## config.mk

```make
export PLATFORM = sky130hd
export DESIGN_NAME = asram_ctrl
export DESIGN_NICKNAME = d
export VERILOG_FILES = /design/src/rtl/asram_ctrl.sv
export SDC_FILE = /design/constraint.sdc
export NUM_CORES = 1
export LEC_CHECK = 0
export BUFFER_PORTS_ARGS = -buffer_cell sky130_fd_sc_hd__buf_2
export CORE_ASPECT_RATIO = 0.7
export CORE_MARGIN = 2
export CORE_UTILIZATION = 50
export CTS_CLUSTER_DIAMETER = 80
export DETAILED_ROUTE_END_ITERATION = 8
export PLACE_DENSITY = 0.83
export REMOVE_ABC_BUFFERS = 1
export SKIP_CTS_REPAIR_TIMING = 1
export SYNTH_ARGS = -nofsm -noshare
export SYNTH_HDL_FRONTEND = slang
export SYNTH_SLANG_ARGS = --single-unit
```

## constraint.sdc

```tcl
create_clock -name clk -period 3.6 [get_ports clk]
set_clock_uncertainty 0.1 [all_clocks]
set_input_delay 0.72 -clock clk [delete_from_list [all_inputs] [get_ports clk]]
set_output_delay 0.72 -clock clk [all_outputs]
set_load 0.01 [all_outputs]
```

## src/rtl/asram_ctrl.sv

```systemverilog
module asram_ctrl #(
  parameter int ADDR_W     = 20,
  parameter int DATA_W     = 16,
  parameter int CLK_NS     = 10,
  parameter int T_PWRUP_NS = 150000,
  parameter int T_RC_NS    = 15,
  parameter int T_AA_NS    = 15,
  parameter int T_WC_NS    = 15,
  parameter int T_PWE_NS   = 10,
  parameter int T_SCE_NS   = 10,
  parameter int T_AW_NS    = 10,
  parameter int T_BW_NS    = 10,
  parameter int T_SD_NS    = 7
) (
  input  logic              clk,
  input  logic              rst_n,
  input  logic              req_valid,
  output logic              req_ready,
  input  logic              req_write,
  input  logic [ADDR_W-1:0] req_addr,
  input  logic [DATA_W-1:0] req_wdata,
  input  logic [1:0]        req_be,
  output logic              rsp_done,
  output logic [DATA_W-1:0] rsp_rdata,
  output logic [ADDR_W-1:0] mem_addr,
  output logic              mem_ce1_n,
  output logic              mem_ce2,
  output logic              mem_oe_n,
  output logic              mem_we_n,
  output logic              mem_lb_n,
  output logic              mem_ub_n,
  output logic [DATA_W-1:0] mem_dq_out,
  input  logic [DATA_W-1:0] mem_dq_in,
  output logic              mem_dq_oe
);

  function automatic int ns2cyc(input int ns);
    return (ns <= 0) ? 0 : (ns + CLK_NS - 1) / CLK_NS;
  endfunction

  function automatic int imax(input int a, input int b);
    return (a > b) ? a : b;
  endfunction

  localparam int LANE_W  = DATA_W / 2;
  localparam int AA_CYC  = imax(1, ns2cyc(imax(T_AA_NS, T_RC_NS)));
  localparam int WP_CYC  = imax(1, ns2cyc(imax(imax(T_PWE_NS, T_SD_NS),
                                               imax(imax(T_SCE_NS, T_AW_NS), T_BW_NS))));
  localparam int WC_CYC  = ns2cyc(T_WC_NS);
  localparam int REC_CYC = (WC_CYC > WP_CYC) ? WC_CYC - WP_CYC : 0;
  localparam int PWR_CYC = imax(1, ns2cyc(T_PWRUP_NS));
  localparam int MAX_CYC = imax(imax(AA_CYC, WP_CYC), imax(REC_CYC, PWR_CYC));
  localparam int CNT_W   = $clog2(MAX_CYC + 1);

  localparam logic [CNT_W-1:0] AA_LD  = CNT_W'(AA_CYC - 1);
  localparam logic [CNT_W-1:0] WP_LD  = CNT_W'(WP_CYC - 1);
  localparam logic [CNT_W-1:0] REC_LD = CNT_W'((REC_CYC > 0) ? REC_CYC - 1 : 0);
  localparam logic [CNT_W-1:0] PWR_LD = CNT_W'(PWR_CYC - 1);

  typedef enum logic [2:0] {
    ST_PWR, ST_IDLE, ST_TURN, ST_RD, ST_WP, ST_WREC
  } st_t;

  st_t              state;
  logic [CNT_W-1:0] cnt;
  logic [1:0]       be_q;
  logic             after_rd;

  assign req_ready = (state == ST_IDLE);

  always_ff @(posedge clk or negedge rst_n) begin
    if (!rst_n) begin
      state      <= ST_PWR;
      cnt        <= PWR_LD;
      be_q       <= '0;
      after_rd   <= 1'b0;
      rsp_done   <= 1'b0;
      rsp_rdata  <= '0;
      mem_addr   <= '0;
      mem_dq_out <= '0;
      mem_ce1_n  <= 1'b1;
      mem_ce2    <= 1'b0;
      mem_oe_n   <= 1'b1;
      mem_we_n   <= 1'b1;
      mem_lb_n   <= 1'b1;
      mem_ub_n   <= 1'b1;
      mem_dq_oe  <= 1'b0;
    end else begin
      rsp_done <= 1'b0;
      after_rd <= 1'b0;
      case (state)
        ST_PWR: begin
          if (cnt == '0) state <= ST_IDLE;
          else           cnt   <= cnt - 1'b1;
        end

        ST_IDLE: begin
          if (req_valid) begin
            be_q <= req_be;
            if (req_be == 2'b00) begin
              rsp_done <= 1'b1;
            end else begin
              mem_addr   <= req_addr;
              mem_dq_out <= req_wdata;
              if (req_write && after_rd) begin
                state <= ST_TURN;
              end else begin
                mem_ce1_n <= 1'b0;
                mem_ce2   <= 1'b1;
                mem_lb_n  <= ~req_be[0];
                mem_ub_n  <= ~req_be[1];
                if (req_write) begin
                  state     <= ST_WP;
                  cnt       <= WP_LD;
                  mem_we_n  <= 1'b0;
                  mem_dq_oe <= 1'b1;
                end else begin
                  state    <= ST_RD;
                  cnt      <= AA_LD;
                  mem_oe_n <= 1'b0;
                end
              end
            end
          end
        end

        ST_TURN: begin
          state     <= ST_WP;
          cnt       <= WP_LD;
          mem_ce1_n <= 1'b0;
          mem_ce2   <= 1'b1;
          mem_lb_n  <= ~be_q[0];
          mem_ub_n  <= ~be_q[1];
          mem_we_n  <= 1'b0;
          mem_dq_oe <= 1'b1;
        end

        ST_RD: begin
          if (cnt == '0) begin
            rsp_rdata <= mem_dq_in & {{LANE_W{be_q[1]}}, {LANE_W{be_q[0]}}};
            rsp_done  <= 1'b1;
            after_rd  <= 1'b1;
            state     <= ST_IDLE;
            mem_ce1_n <= 1'b1;
            mem_ce2   <= 1'b0;
            mem_oe_n  <= 1'b1;
            mem_lb_n  <= 1'b1;
            mem_ub_n  <= 1'b1;
          end else begin
            cnt <= cnt - 1'b1;
          end
        end

        ST_WP: begin
          if (cnt == '0) begin
            mem_we_n <= 1'b1;
            if (REC_CYC == 0) begin
              rsp_done  <= 1'b1;
              state     <= ST_IDLE;
              mem_ce1_n <= 1'b1;
              mem_ce2   <= 1'b0;
              mem_lb_n  <= 1'b1;
              mem_ub_n  <= 1'b1;
              mem_dq_oe <= 1'b0;
            end else begin
              state <= ST_WREC;
              cnt   <= REC_LD;
            end
          end else begin
            cnt <= cnt - 1'b1;
          end
        end

        ST_WREC: begin
          if (cnt == '0) begin
            rsp_done  <= 1'b1;
            state     <= ST_IDLE;
            mem_ce1_n <= 1'b1;
            mem_ce2   <= 1'b0;
            mem_lb_n  <= 1'b1;
            mem_ub_n  <= 1'b1;
            mem_dq_oe <= 1'b0;
          end else begin
            cnt <= cnt - 1'b1;
          end
        end

        default: state <= ST_IDLE;
      endcase
    end
  end

  p_no_contention_r8: assert property (@(posedge clk) disable iff (!rst_n)
    mem_dq_oe |-> mem_oe_n);

  p_we_selected_r6: assert property (@(posedge clk) disable iff (!rst_n)
    !mem_we_n |-> (!mem_ce1_n && mem_ce2 && !(mem_lb_n && mem_ub_n)));

  p_read_dir_r4: assert property (@(posedge clk) disable iff (!rst_n)
    !mem_oe_n |-> (mem_we_n && !mem_dq_oe));

  p_idle_quiet_r2: assert property (@(posedge clk) disable iff (!rst_n)
    req_ready |-> (mem_ce1_n && !mem_ce2 && mem_oe_n && mem_we_n && !mem_dq_oe));

  p_addr_hold_r12: assert property (@(posedge clk) disable iff (!rst_n)
    (!mem_ce1_n && $past(!mem_ce1_n)) |-> $stable(mem_addr));

endmodule

```

==> Implementation_results.wiki <==
{| class="wikitable"
! Metric !! Value
|-
| Run status || finished, final reports clean
|-
| Horiz. Die Dim || 106 µm
|-
| Worst hold path type || reg -> reg
|-
| Summed area of non-filler cells in the final layout || 4520 µm²
|-
| Launching element type of the critical path || flip-flop
|-
| Worst Setup SP || cnt[1]
|-
| Min Tclk post-route || 2.56 ns
|-
| R2r worst-path depth || 7
|-
| Seq cells post-synth || 80
|-
| Synthesized instance count || 320
|-
| Primary FF master, synth || sky130_fd_sc_hd__dfrtp_1
|-
| Top library cells by usage in the layout, fill and taps aside || 117 x sky130_fd_sc_hd__buf_2, 66 x sky130_fd_sc_hd__dfrtp_1, 46 x sky130_fd_sc_hd__nand2_1
|-
| Period Utilization, post-route || 0.712
|-
| Final WL || 8120 µm
|-
| Antenna violations before repair || 0
|-
| FF-to-FF End || cnt[0]
|-
| Insertion delay to the later sink of the worst-skew pair || 0.35 ns
|-
| Path type of the worst setup path || reg -> reg
|-
| Initial Util || 0.509
|-
| Core Rows || 26
|-
| Number of non-filler instances in the completed layout || 537
|-
| Syn-to-layout area delta || 23.5%
|-
| Power density normalized to cell area || 864 nW/µm²
|-
| Reg-to-Reg Start || cnt[1]
|-
| Top cells by area in the synthesized netlist || sky130_fd_sc_hd__dfrtp_1 45%, sky130_fd_sc_hd__mux2_2 11%, sky130_fd_sc_hd__dfstp_2 10%
|-
| Final max-slew violation count || 0
|-
| Total of warnings raised by yosys || 0
|-
| Slew @ Worst Pin || 0.969 ns
|-
| Number of failing setup endpoints in the final timing report || 0
|-
| CP bufs+invs || 1
|-
| Final-layout setup total negative slack || 0 ns
|-
| Largest net degree at the start of global routing || 81
|-
| Static power due to leakage || 2.09 nW
|-
| Via count of the first global-routing pass || 2626
|-
| Worst IR Drop VDD || 0.359 mV
|-
| Antenna Diode Count || 0
|-
| Final hold violation count || 0
|-
| Boundary Pins || 119
|-
| Initial DRC count || 294
|-
| GRT Residual Overflow || 0
|-
| Worst-path fanout max || 13
|-
| Cell type with the largest total area after synthesis || sky130_fd_sc_hd__dfrtp_1
|-
| Number of nets in the finished design || 494
|-
| Core Box Area || 7190 µm²
|-
| Global-route wire length before repair || 12400 µm
|-
| Critical path data required time || 3.77 ns
|-
| Share of final-layout standard cells stronger than drive strength 1 || 0.467
|-
| Clock sink count || 80
|-
| Count of antenna-violating nets left after detailed routing || 0
|-
| Die area || 8030 µm²
|-
| Highest Clock Rate || 390 MHz
|-
| Count of different cell masters after synthesis || 60
|-
| Post-synth ARST share || 1.00
|-
| Final core occ || 0.629
|-
| Chain of cells forming the critical path || inv_1, ha_1, nor4b_4, nand4_2, o211ai_2, nand2_2, mux2_4
|-
| Worst hold stages || 2
|-
| Proportion of netlist area held by the largest area contributor || 0.451
|-
| Global routing usage summed across all routing layers || 0.201
|-
| Count of vias placed by the detailed router || 2865
|-
| Register area share after synthesis || 0.552
|-
| Post-DP HPWL || 5940 µm
|-
| Largest stage delay on the critical path || 0.41 ns
|-
| Maxcap violations || 0
|-
| Endpoint kind of the worst setup timing path || flip-flop
|-
| Avg Inst Size Synth || 11.4 µm²
|-
| TritonCTS clock tree || yes
|-
| Slack of the worst reg-to-reg path || 1.04 ns
|-
| Synthesized cell area || 3660 µm²
|-
| Global placement routability congestion || 0.796
|-
| Placed Cells incl. Taps || 522
|-
| Family with the most delay on the worst path || simple AND/OR/NAND/NOR gates
|-
| Total Power || 0.00391 W
|-
| Count of port buffers added during placement || 118
|-
| Launch point of the worst hold path || rsp_rdata[7]
|-
| Master cell of the clock root buffer || sky130_fd_sc_hd__clkbuf_8
|-
| Tightest slew margin relative to the limit || 0.354
|-
| Vertical extent of the die || 75.6 µm
|-
| Number of synthesized flops with an enable pin || 0
|-
| Wire per inst || 15.1 µm
|-
| Total cell area at the placement stage || 4300 µm²
|-
| Number of H-tree levels || 3
|-
| End point of the most critical hold path || rsp_rdata[7]
|-
| Via density per instance || 5.34
|-
| TritonCTS Buffers || 9
|-
| Slowest cell on the critical path || sky130_fd_sc_hd__nand4_2
|-
| Commonest non-fill, non-tap cell in the layout || sky130_fd_sc_hd__buf_2
|-
| Critical path data arrival time || 2.74 ns
|-
| Number of iterations in the first detailed-routing pass || 4
|-
| Maximum count of clock buffers along a single path || 2
|-
| Worst-path clk slew || 0.07 ns
|-
| DRC violations left || 0
|-
| Unrepaired setup endpoints after global routing || no
|}
## power breakdown
part / internal, W / leakage, nW / switching [W]
Combinational: 0.000729 / 1.09 / 0.000831
Clock: 0.000393 / 0.111 / 0.000328
Sequential: 0.00129 / 0.886 / 0.000332
Total: 0.00242 / 2.09 / 0.00149
## cells in the mapped netlist, types with 2 or more instances
library cell,instances
sky130_fd_sc_hd__mux2i_1,2
sky130_fd_sc_hd__o31ai_1,2
sky130_fd_sc_hd__nor2b_1,3
sky130_fd_sc_hd__buf_4,4
sky130_fd_sc_hd__dfstp_2,14
sky130_fd_sc_hd__o21ai_0,26
sky130_fd_sc_hd__nand4_1,3
sky130_fd_sc_hd__nand2_1,46
sky130_fd_sc_hd__a21oi_1,12
sky130_fd_sc_hd__nand2b_1,3
sky130_fd_sc_hd__buf_2,5
sky130_fd_sc_hd__clkbuf_1,4
sky130_fd_sc_hd__nand3_1,2
sky130_fd_sc_hd__o22ai_1,2
sky130_fd_sc_hd__mux2_2,37
sky130_fd_sc_hd__dfrtp_1,66
sky130_fd_sc_hd__nor3_1,3
sky130_fd_sc_hd__nor2_1,17
sky130_fd_sc_hd__nor3_2,2
sky130_fd_sc_hd__a2bb2oi_1,2
sky130_fd_sc_hd__nand3b_1,2
sky130_fd_sc_hd__inv_1,7
sky130_fd_sc_hd__and2_1,2
sky130_fd_sc_hd__a31oi_1,12
sky130_fd_sc_hd__o22a_1,2
sky130_fd_sc_hd__o21a_1,5
sky130_fd_sc_hd__buf_1,2
## state kept, by name, indices dropped and copies added (netlist names), 2 cells and up
register	count
be_q	2
state	3
rsp_rdata	16
mem_addr	20
mem_dq_out	16
cnt	14
## worst max path at each step
stage | to | slack, ns | depth (start not counted)
2_1_floorplan | mem_addr[0] | 1.32 | 4
3_3_place_gp | cnt[0] | 1.20 | 7
3_5_place_dp | cnt[0] | 1.09 | 7
4_1_cts | cnt[0] | 1.07 | 7
5_1_grt | cnt[0] | 0.90 | 7
6_report | cnt[0] | 1.04 | 7
## per-layer routing
layer / up-vias / share of wire / GRT usage
met5: - / 0 / 0
li1: 1375 / - / -
met2: 106 / 0.46 / 0.321
met3: 10 / 0.066 / 0.0530
met1: 1374 / 0.46 / 0.277
met4: 0 / 0.0080 / 0.0585
## final cells by class
| cell class | count | area [µm²] |
|---|---|---|
| Sequential cell | 80 | 2020 |
| Multi-Input combinational cell | 217 | 1530 |
| Timing Repair Buffer | 120 | 608 |
| Clock inverter | 6 | 93.8 |
| Fill cell | 579 | 2670 |
| Inverter | 7 | 26.3 |
| Clock buffer | 9 | 124 |
| Tap cell | 98 | 123 |
## cell families after synthesis
kind of cell / share of synthesized area
adder cells (fa/ha/maj): 0.00342
multiplexers: 0.126
buffers and inverters: 0.0315
XOR/XNOR: 0.00445
AO/OA/AOI/OAI: 0.141
flip-flops: 0.552
AND/OR/NAND/NOR: 0.142
## worst reg2reg max path, delay by kind of cell (launching register included)
family | cells | cell delay [ns]
AO/OA/AOI/OAI | 1 | 0.36
adder cells (fa/ha/maj) | 1 | 0.25
multiplexers | 1 | 0.36
AND/OR/NAND/NOR | 3 | 0.97
flip-flops | 1 | 0.38
buffers and inverters | 1 | 0.08
## stage by stage
stage	hold slack [ns]	setup slack (ns)
4_1_cts	0.381	1.07
5_1_grt	0.402	0.899
2_1_floorplan	0.324	1.32
6_report	0.378	1.04
3_5_place_dp	0.365	1.09
3_3_place_gp	0.357	1.20
No activity file was read; power rests on OpenSTA's default activity.
